`config.mk`:
```
export PLATFORM = sky130hd
export DESIGN_NAME = rtc_alarm_out
export DESIGN_NICKNAME = d
export VERILOG_FILES = /design/src/rtl/rtc_alarm_pkg.sv /design/src/rtl/rtc_alarm_match.sv /design/src/rtl/rtc_alarm_flag.sv /design/src/rtl/rtc_alarm_pinmux.sv /design/src/rtl/rtc_alarm_out.sv
export SDC_FILE = /design/constraint.sdc
export NUM_CORES = 1
export LEC_CHECK = 0
export ABC_AREA = 1
export ABC_CLOCK_PERIOD_IN_PS = 800
export BUFFER_PORTS_ARGS = -buffer_cell sky130_fd_sc_hd__buf_2
export CORE_AREA = 2 2 59 47
export DETAILED_ROUTE_END_ITERATION = 10
export DIE_AREA = 0 0 61 49
export PLACE_DENSITY_LB_ADDON = 0.12
export SLEW_MARGIN = 0
export SYNTH_ARGS = -nofsm -noshare
export SYNTH_HDL_FRONTEND = slang
export SYNTH_HIERARCHICAL = 1
export SYNTH_SLANG_ARGS = --single-unit
export TNS_END_PERCENT = 1
```
`constraint.sdc`:
```
create_clock -name clk -period 0.8 [get_ports clk]
set_input_delay 0.2 -clock clk [delete_from_list [all_inputs] [get_ports clk]]
set_output_delay 0.2 -clock clk [all_outputs]
set_load 0.005 [all_outputs]
```
`src/rtl/rtc_alarm_pkg.sv`:
```
package rtc_alarm_pkg;

    localparam int NUM_FIELDS = 5;
    localparam int REG_W      = 8;
    localparam int EN_BIT     = REG_W - 1;

    // Field order: 0 seconds, 1 minutes, 2 hours, 3 date, 4 month
    function automatic int field_width(input int idx);
        case (idx)
            0, 1:    return 7;
            2, 3:    return 6;
            default: return 5;
        endcase
    endfunction

    typedef enum logic [1:0] {
        PIN_CAL   = 2'd0,
        PIN_WAVE  = 2'd1,
        PIN_ALARM = 2'd2,
        PIN_OFF   = 2'd3
    } pin_mode_e;

    typedef struct packed {
        logic flag;
    } flag_state_t;

endpackage

```
`src/rtl/rtc_alarm_match.sv`:
```
module rtc_alarm_match
    import rtc_alarm_pkg::*;
(
    input  logic [NUM_FIELDS-1:0][REG_W-1:0] alarm_regs,
    input  logic [NUM_FIELDS-1:0][REG_W-1:0] time_vals,
    output logic                             match_all
);

    logic [NUM_FIELDS-1:0] field_hit;

    for (genvar gi = 0; gi < NUM_FIELDS; gi++) begin : g_field
        localparam int W = field_width(gi);
        // Enable bit high means "don't care"; only the valid BCD width is compared
        assign field_hit[gi] = alarm_regs[gi][EN_BIT]
                             | (alarm_regs[gi][W-1:0] == time_vals[gi][W-1:0]);
    end

    assign match_all = &field_hit;

endmodule

```
`src/rtl/rtc_alarm_flag.sv`:
```
module rtc_alarm_flag
    import rtc_alarm_pkg::*;
(
    input  logic clk,
    input  logic rst_n,
    input  logic set_evt,
    input  logic clr_evt,
    output logic flag
);

    flag_state_t st_d, st_q;

    always_comb begin
        st_d = st_q;
        if (set_evt) begin
            st_d.flag = 1'b1;      // a fresh match outranks the clearing read
        end else if (clr_evt) begin
            st_d.flag = 1'b0;
        end
    end

    always_ff @(posedge clk or negedge rst_n) begin
        if (!rst_n) begin
            st_q <= '0;
        end else begin
            st_q <= st_d;
        end
    end

    assign flag = st_q.flag;

endmodule

```
`src/rtl/rtc_alarm_pinmux.sv`:
```
module rtc_alarm_pinmux
    import rtc_alarm_pkg::*;
#(
    parameter int NUM_TAPS = 4,
    parameter int CAL_TAP  = 1,
    localparam int SEL_W   = $clog2(NUM_TAPS)
) (
    input  logic                cal_mode,
    input  logic                alarm_en,
    input  logic                alarm_sel,
    input  logic [SEL_W-1:0]    wave_sel,
    input  logic [NUM_TAPS-1:0] freq_taps,
    input  logic                flag,
    output logic                pull_low
);

    pin_mode_e mode;

    always_comb begin
        if (cal_mode) begin
            mode = PIN_CAL;
        end else if (!alarm_sel) begin
            mode = PIN_WAVE;
        end else if (alarm_en) begin
            mode = PIN_ALARM;
        end else begin
            mode = PIN_OFF;
        end
    end

    always_comb begin
        case (mode)
            PIN_CAL:   pull_low = ~freq_taps[CAL_TAP];
            PIN_WAVE:  pull_low = ~freq_taps[wave_sel];
            PIN_ALARM: pull_low = flag;
            default:   pull_low = 1'b0;
        endcase
    end

endmodule

```
`src/rtl/rtc_alarm_out.sv`:
```
module rtc_alarm_out
    import rtc_alarm_pkg::*;
#(
    parameter int NUM_TAPS = 4,
    parameter int CAL_TAP  = 1,
    localparam int SEL_W   = $clog2(NUM_TAPS)
) (
    input  logic                clk,
    input  logic                rst_n,
    input  logic                sec_tick,
    input  logic                ctrl_rd,
    input  logic [6:0]          cur_sec,
    input  logic [6:0]          cur_min,
    input  logic [5:0]          cur_hour,
    input  logic [5:0]          cur_date,
    input  logic [4:0]          cur_mon,
    input  logic [7:0]          alm_sec,
    input  logic [7:0]          alm_min,
    input  logic [7:0]          alm_hour,
    input  logic [7:0]          alm_date,
    input  logic [7:0]          alm_mon,
    input  logic                cal_mode,
    input  logic                alarm_en,
    input  logic                alarm_sel,
    input  logic [SEL_W-1:0]    wave_sel,
    input  logic [NUM_TAPS-1:0] freq_taps,
    output logic                alarm_flag,
    output logic                pin_pull_low
);

    logic [NUM_FIELDS-1:0][REG_W-1:0] alarm_regs;
    logic [NUM_FIELDS-1:0][REG_W-1:0] time_vals;
    logic                             match_all;

    assign alarm_regs = {alm_mon, alm_date, alm_hour, alm_min, alm_sec};
    assign time_vals  = {{3'b000, cur_mon}, {2'b00, cur_date}, {2'b00, cur_hour},
                         {1'b0, cur_min}, {1'b0, cur_sec}};

    rtc_alarm_match u_match (
        .alarm_regs (alarm_regs),
        .time_vals  (time_vals),
        .match_all  (match_all)
    );

    rtc_alarm_flag u_flag (
        .clk     (clk),
        .rst_n   (rst_n),
        .set_evt (sec_tick & match_all),
        .clr_evt (ctrl_rd),
        .flag    (alarm_flag)
    );

    rtc_alarm_pinmux #(
        .NUM_TAPS (NUM_TAPS),
        .CAL_TAP  (CAL_TAP)
    ) u_pin (
        .cal_mode  (cal_mode),
        .alarm_en  (alarm_en),
        .alarm_sel (alarm_sel),
        .wave_sel  (wave_sel),
        .freq_taps (freq_taps),
        .flag      (alarm_flag),
        .pull_low  (pin_pull_low)
    );

endmodule

```
==> results.toml, run 1 <==
[outcome]
run_status = "finished with violations"
violations = "setup timing"

[sta]
fin_ws_ns = -0.297
fin_crit_sh = 1.37
period_minus_slack_ns = 1.10
skew_ns = 0
relSlewSlack = 0.896
rsz0062_at_grt = "true"
finalSetupViolations = 2
fmax_mhz = 911
worst_pin_slew_ns = 0.155
slew_viol_final = 0
hold_viol = 0

[worst_setup_path]
critPathArrivalTime_ns = 1.03
critical_path_class = "input pin to flop"
cp_data_required_time_ns = 0.74
start_kind = "input pin"
cp_cell_sequence = "buf_2, xnor2_2, nand2_1, nor2_1, nand2_1, nand2_1, nand2_1, nor2_2, nand2_1, inv_1, inv_1, nand2_1"
crit_path_frequent_cell = "nand2_1"
cpMaxStageDelayCell = "xnor2_2"
cp-end-kind = "flop"
max_stage_delay_ns = 0.15
crit_fanout = 1

[grt]
grt_util_met1 = 0.140
overflow = 0
track_usage = 0.108
met3_usage = 0.00531
busiest_layer = "met2"
grt_pass1_wl_um = 2730
grt_use_met2 = 0.204
grt_start_max_net_pins = 4
grt_antenna_before_repair = 0
grt_pass1_vias = 793

[power_and_ir_drop]
p_leak_uw = 0.000853
vdd_ir_drop_max_mv = 0.168
power_uw = 538
p_per_area_nw_per_um2 = 452

[synthesis]
ys.warnings.count = 6
avgSynthCellArea_um2 = 4.54
synthCells = 147
syn_nets = 231
syn-cell-area_um2 = 667

[placed_design]
dpl.hpwl_um = 1590
post-place-ws_ns = -0.302
port_buffers = 81
placed_cells = 265
place.gp.congestion = 0.684

[drt]
via_count = 988
drt_iter0_markers = 11
firstDrtPassIters = 4
ant_nets = 0
wl_um = 1730
viasPerCell = 3.71
drc = 0
routedWlPerCell_um = 6.50

[floorplan]
io_pins = 86
start_util = 0.271
dieArea_um2 = 2990
die_h_um = 49
core-area_um2 = 2460
die_w_um = 61
rows = 16

[clock_tree]
clk_pin_slew_ns = 0
clk_latency_ns = 0
postCtsSetupRepairBufs = 0

[hold_path]
hp-class = "input pin to flop"

[finish]
fin_nets = 316
diodes = 0
largest_register_ffs = 1
drive_above_1_share = 0.396
area_delta_synth_final_pct = 78.6
finalNonFillerCells = 266

[flow_run]
cap_violations = 0
==> stage by stage <==
| step | hold WS [ns] | util | TNS (ns) | instance area (um2) |
|---|---|---|---|---|
| finish | 0.438 | 0.484 | -0.437 | 1190 |
| global route | 0.475 | 0.484 | -0.720 | 1190 |
| CTS | 0.450 | 0.471 | -0.438 | 1160 |
| detailed placement | -0.0239 | 0.463 | -0.460 | 1140 |
| global placement | -0.0254 | 0.463 | -0.481 | 1140 |
| floorplan | -0.0956 | - | -0.145 | 682 |
==> per-layer routing <==
metal	part of all wire	wire, um
met1	0.46	788
met5	0	0
met2	0.44	764
met3	0.10	175
met4	0	0
==> cell usage in the layout (no fill, tap or decap), drive strengths merged <==
cell type / count
xnor2: 7
dlygate4sd3: 1
a21oi: 2
o21bai: 1
dfrtp: 1
nor2: 18
buf: 82
o21ai: 2
inv: 39
nor3: 1
nand2: 63
xor2: 8
nand3: 5
==> power by group <==
| group | total [uW] | switching, uW | internal (uW) |
|---|---|---|---|
| clock | 0 | 0 | 0 |
| combinational | 485 | 209 | 275 |
| sequential | 53.7 | 0.858 | 52.8 |
| total | 538 | 210 | 328 |
==> worst max-delay path, delay by kind of cell <==
family	cells	cell delay (ns)
AND/OR/NAND/NOR	8	0.50
buffers and inverters	3	0.19
XOR/XNOR	1	0.15
==> path summary, 6_finish.rpt <==
check / start / end / slack, ns / cells past startpoint
worst max-delay path: cur_sec[1] / u_flag/flag / -0.30 / 12
worst max register to register: u_flag/flag / u_flag/flag / 0.10 / 3
worst min-delay path: ctrl_rd / u_flag/flag / 0.44 / 4
min in group asynchronous: rst_n / u_flag/flag / 0.52 / 2
max in group asynchronous: rst_n / u_flag/flag / 0.19 / 2
worst min register to register: u_flag/flag / u_flag/flag / 0.57 / 3
==> area by class of cell <==
class,count,area (um2)
well taps,36,45.0
repair buffers,83,433
flip-flops and latches,1,25.0
fillers,287,1270
inverters,39,146
multi-input cells,107,542
==> repair_timing <==
action                                  4_1_cts  5_1_grt
hold buffers                                  1        0
endpoints found under the setup margin        3        3
endpoints found under the hold margin         1        0
pin swaps                                     1        1
resized for setup                             3        5
No activity file was read; power rests on OpenSTA's default activity.
==> inputs of run 2 (changes only) <==
--- a/config.mk
+++ b/config.mk
@@ -6,12 +6,12 @@
 export NUM_CORES = 1
 export LEC_CHECK = 0
 export ABC_AREA = 1
-export ABC_CLOCK_PERIOD_IN_PS = 800
 export BUFFER_PORTS_ARGS = -buffer_cell sky130_fd_sc_hd__buf_2
 export CORE_AREA = 2 2 59 47
+export CTS_CLUSTER_SIZE = 14
 export DETAILED_ROUTE_END_ITERATION = 10
 export DIE_AREA = 0 0 61 49
-export PLACE_DENSITY_LB_ADDON = 0.12
+export PLACE_DENSITY = 0.75
 export SLEW_MARGIN = 0
 export SYNTH_ARGS = -nofsm -noshare
 export SYNTH_HDL_FRONTEND = slang
==> run 2 against run 1 <==
The flow still finishes with violations (setup timing). Critical path depth grew 2. Register-to-register slack is essentially flat. Global-route usage grew 1.3 points. Sequential share of layout area shrank 0.054 points. Final area grew 2.6%. Final cell count is the same. Power grew 3.3%. Critical path type unchanged. Critical endpoint unchanged.
==> results.toml, run 2 (same netlist as run 1, synthesis figures left out) <==
[outcome]
run_status = "finished with violations"
violations = "setup timing"

[sta]
slew_viol_final = 0
hold_viol = 0
fmax_mhz = 897
skew_ns = 0
fin_tns_setup_ns = -0.448
rsz0062_at_grt = "true"
period_minus_slack_ns = 1.11
relSlewSlack = 0.885
fin_ws_ns = -0.315
worst_pin_slew_ns = 0.171
fin_crit_sh = 1.39
finalSetupViolations = 2

[finish]
largest_register_ffs = 1
diodes = 0
area_delta_synth_final_pct = 83.3
fin_area_um2 = 1220
drive_above_1_share = 0.409
fin_nets = 316
final_cell_mix = "74 x buf_2, 62 x nand2_1, 36 x inv_1, 16 x nor2_1, 8 x xor2_1"
final_util = 0.496
final_common_cell = "buf_2"
n_fill_cell = 286

[drt]
wl_um = 1870
firstDrtPassIters = 4
via_count = 1007
ant_nets = 0
drc = 0
routedWlPerCell_um = 7.03
drt_iter0_markers = 32
viasPerCell = 3.79

[worst_setup_path]
max_stage_delay_ns = 0.10
r2r-start = "u_flag/flag"
reg2reg_to = "u_flag/flag"
startpoint = "cur_min[4]"
start_kind = "input pin"
crit_fanout = 2
critPathBufInv = 4
cpMaxStageDelayCell = "buf_6"
crit_path_frequent_cell = "nand2_1"
cp_top_family = "simple AND/OR/NAND/NOR gates"
regToRegSetupSlack_ns = 0.09
ff2ff_path_depth = 3
critPathArrivalTime_ns = 1.05
cp_cell_sequence = "buf_6, inv_2, nand2_1, nand2_1, nand2_1, nor2_1, nand2_1, nand2_1, nand3_2, nor2_2, nand2_1, inv_1, inv_1, nand2_1"
cp-end-kind = "flop"
critical_path_class = "input pin to flop"
cp_data_required_time_ns = 0.73

[power_and_ir_drop]
p_int_uw = 341
p_switching_uw = 215
p_per_area_nw_per_um2 = 455
p_comb_frac = 0.903
swShare = 0.386
vdd_ir_drop_max_mv = 0.191
p_seq_frac = 0.097
p_leak_uw = 0.000852
power_uw = 556
p_clk_frac = 0

[placed_design]
placed_area_um2 = 1140
place.gp.congestion = 0.692
dpl.hpwl_um = 1670
port_buffers = 81

[floorplan]
die_h_um = 49
start_util = 0.271
rows = 16
core-area_um2 = 2460
dieArea_um2 = 2990
die_w_um = 61
io_pins = 86

[grt]
grt_pass1_wl_um = 3060
grt_pass1_vias = 884
grt_start_max_net_pins = 4
grt_antenna_before_repair = 0
track_usage = 0.121
overflow = 0

[hold_path]
hp-class = "input pin to flop"
holdPathEnd = "u_flag/flag"
min_from = "ctrl_rd"
hold-path-cell-count = 4

[flow_run]
cap_violations = 0

[clock_tree]
clk_pin_slew_ns = 0
clk_latency_ns = 0
## run 2: cell counts in the layout (fill, tap and decap cells not counted)
Identical to the previous run, type by type.
## run 2: tightest hold or removal path: cells and delay by family
family | cells | cell delay (ns)
buffers and inverters | 2 | 0.10
AND/OR/NAND/NOR | 2 | 0.10
## run 2: worst max path at each step
| stage | end | slack, ns | cells past startpoint |
|---|---|---|---|
| floorplan | u_flag/flag | -0.11 | 10 |
| global placement | u_flag/flag | -0.31 | 12 |
| detailed placement | u_flag/flag | -0.34 | 12 |
| CTS | u_flag/flag | -0.29 | 13 |
| global route | u_flag/flag | -0.47 | 14 |
| finish | u_flag/flag | -0.31 | 14 |
## run 2: what timing repair did
action | CTS | global route
hold buffers | 1 | 0
buffers inserted | 0 | 0
cloned | 0 | 0
endpoints found under the hold margin | 1 | 0
endpoints found under the setup margin | 3 | 2
pin swaps | 2 | 10
resized for setup | 8 | 11
## run 2: stage by stage
step | worst slack, ns | cells | hold slack [ns]
2_1_floorplan | -0.111 | 147 | -0.0956
3_3_place_gp | -0.315 | 265 | -0.0240
3_5_place_dp | -0.338 | 265 | -0.0243
4_1_cts | -0.293 | 266 | 0.442
5_1_grt | -0.471 | 266 | 0.490
6_report | -0.315 | 266 | 0.447
## run 2: power by group through the flow
| stage | combinational [uW] | clock, uW | sequential [uW] |
|---|---|---|---|
| 5_1_grt | 580 | 0 | 53.8 |
| 6_report | 502 | 0 | 53.7 |
| 3_5_place_dp | 465 | 0 | 53.5 |
| 2_1_floorplan | 213 | 0 | 53.9 |
| 4_1_cts | 489 | 0 | 53.8 |
| 3_3_place_gp | 458 | 0 | 53.4 |
## run 2: layer usage
metal | part of all wire | vias up | GRT usage
li1 | - | 579 | -
met1 | 0.41 | 389 | 0.150
met2 | 0.51 | 37 | 0.235
met3 | 0.072 | 2 | 0.00531
met4 | 0.0064 | 0 | 0.00725
met5 | 0 | - | 0
## run 2: area by class of cell
| class | instances | area, um2 | share of cell area |
|---|---|---|---|
| tap | 36 | 45.0 | 0.0368 |
| inverter | 39 | 149 | 0.122 |
| multi-input combinational | 107 | 537 | 0.439 |
| timing repair buffer | 83 | 467 | 0.382 |
| sequential | 1 | 25.0 | 0.0205 |
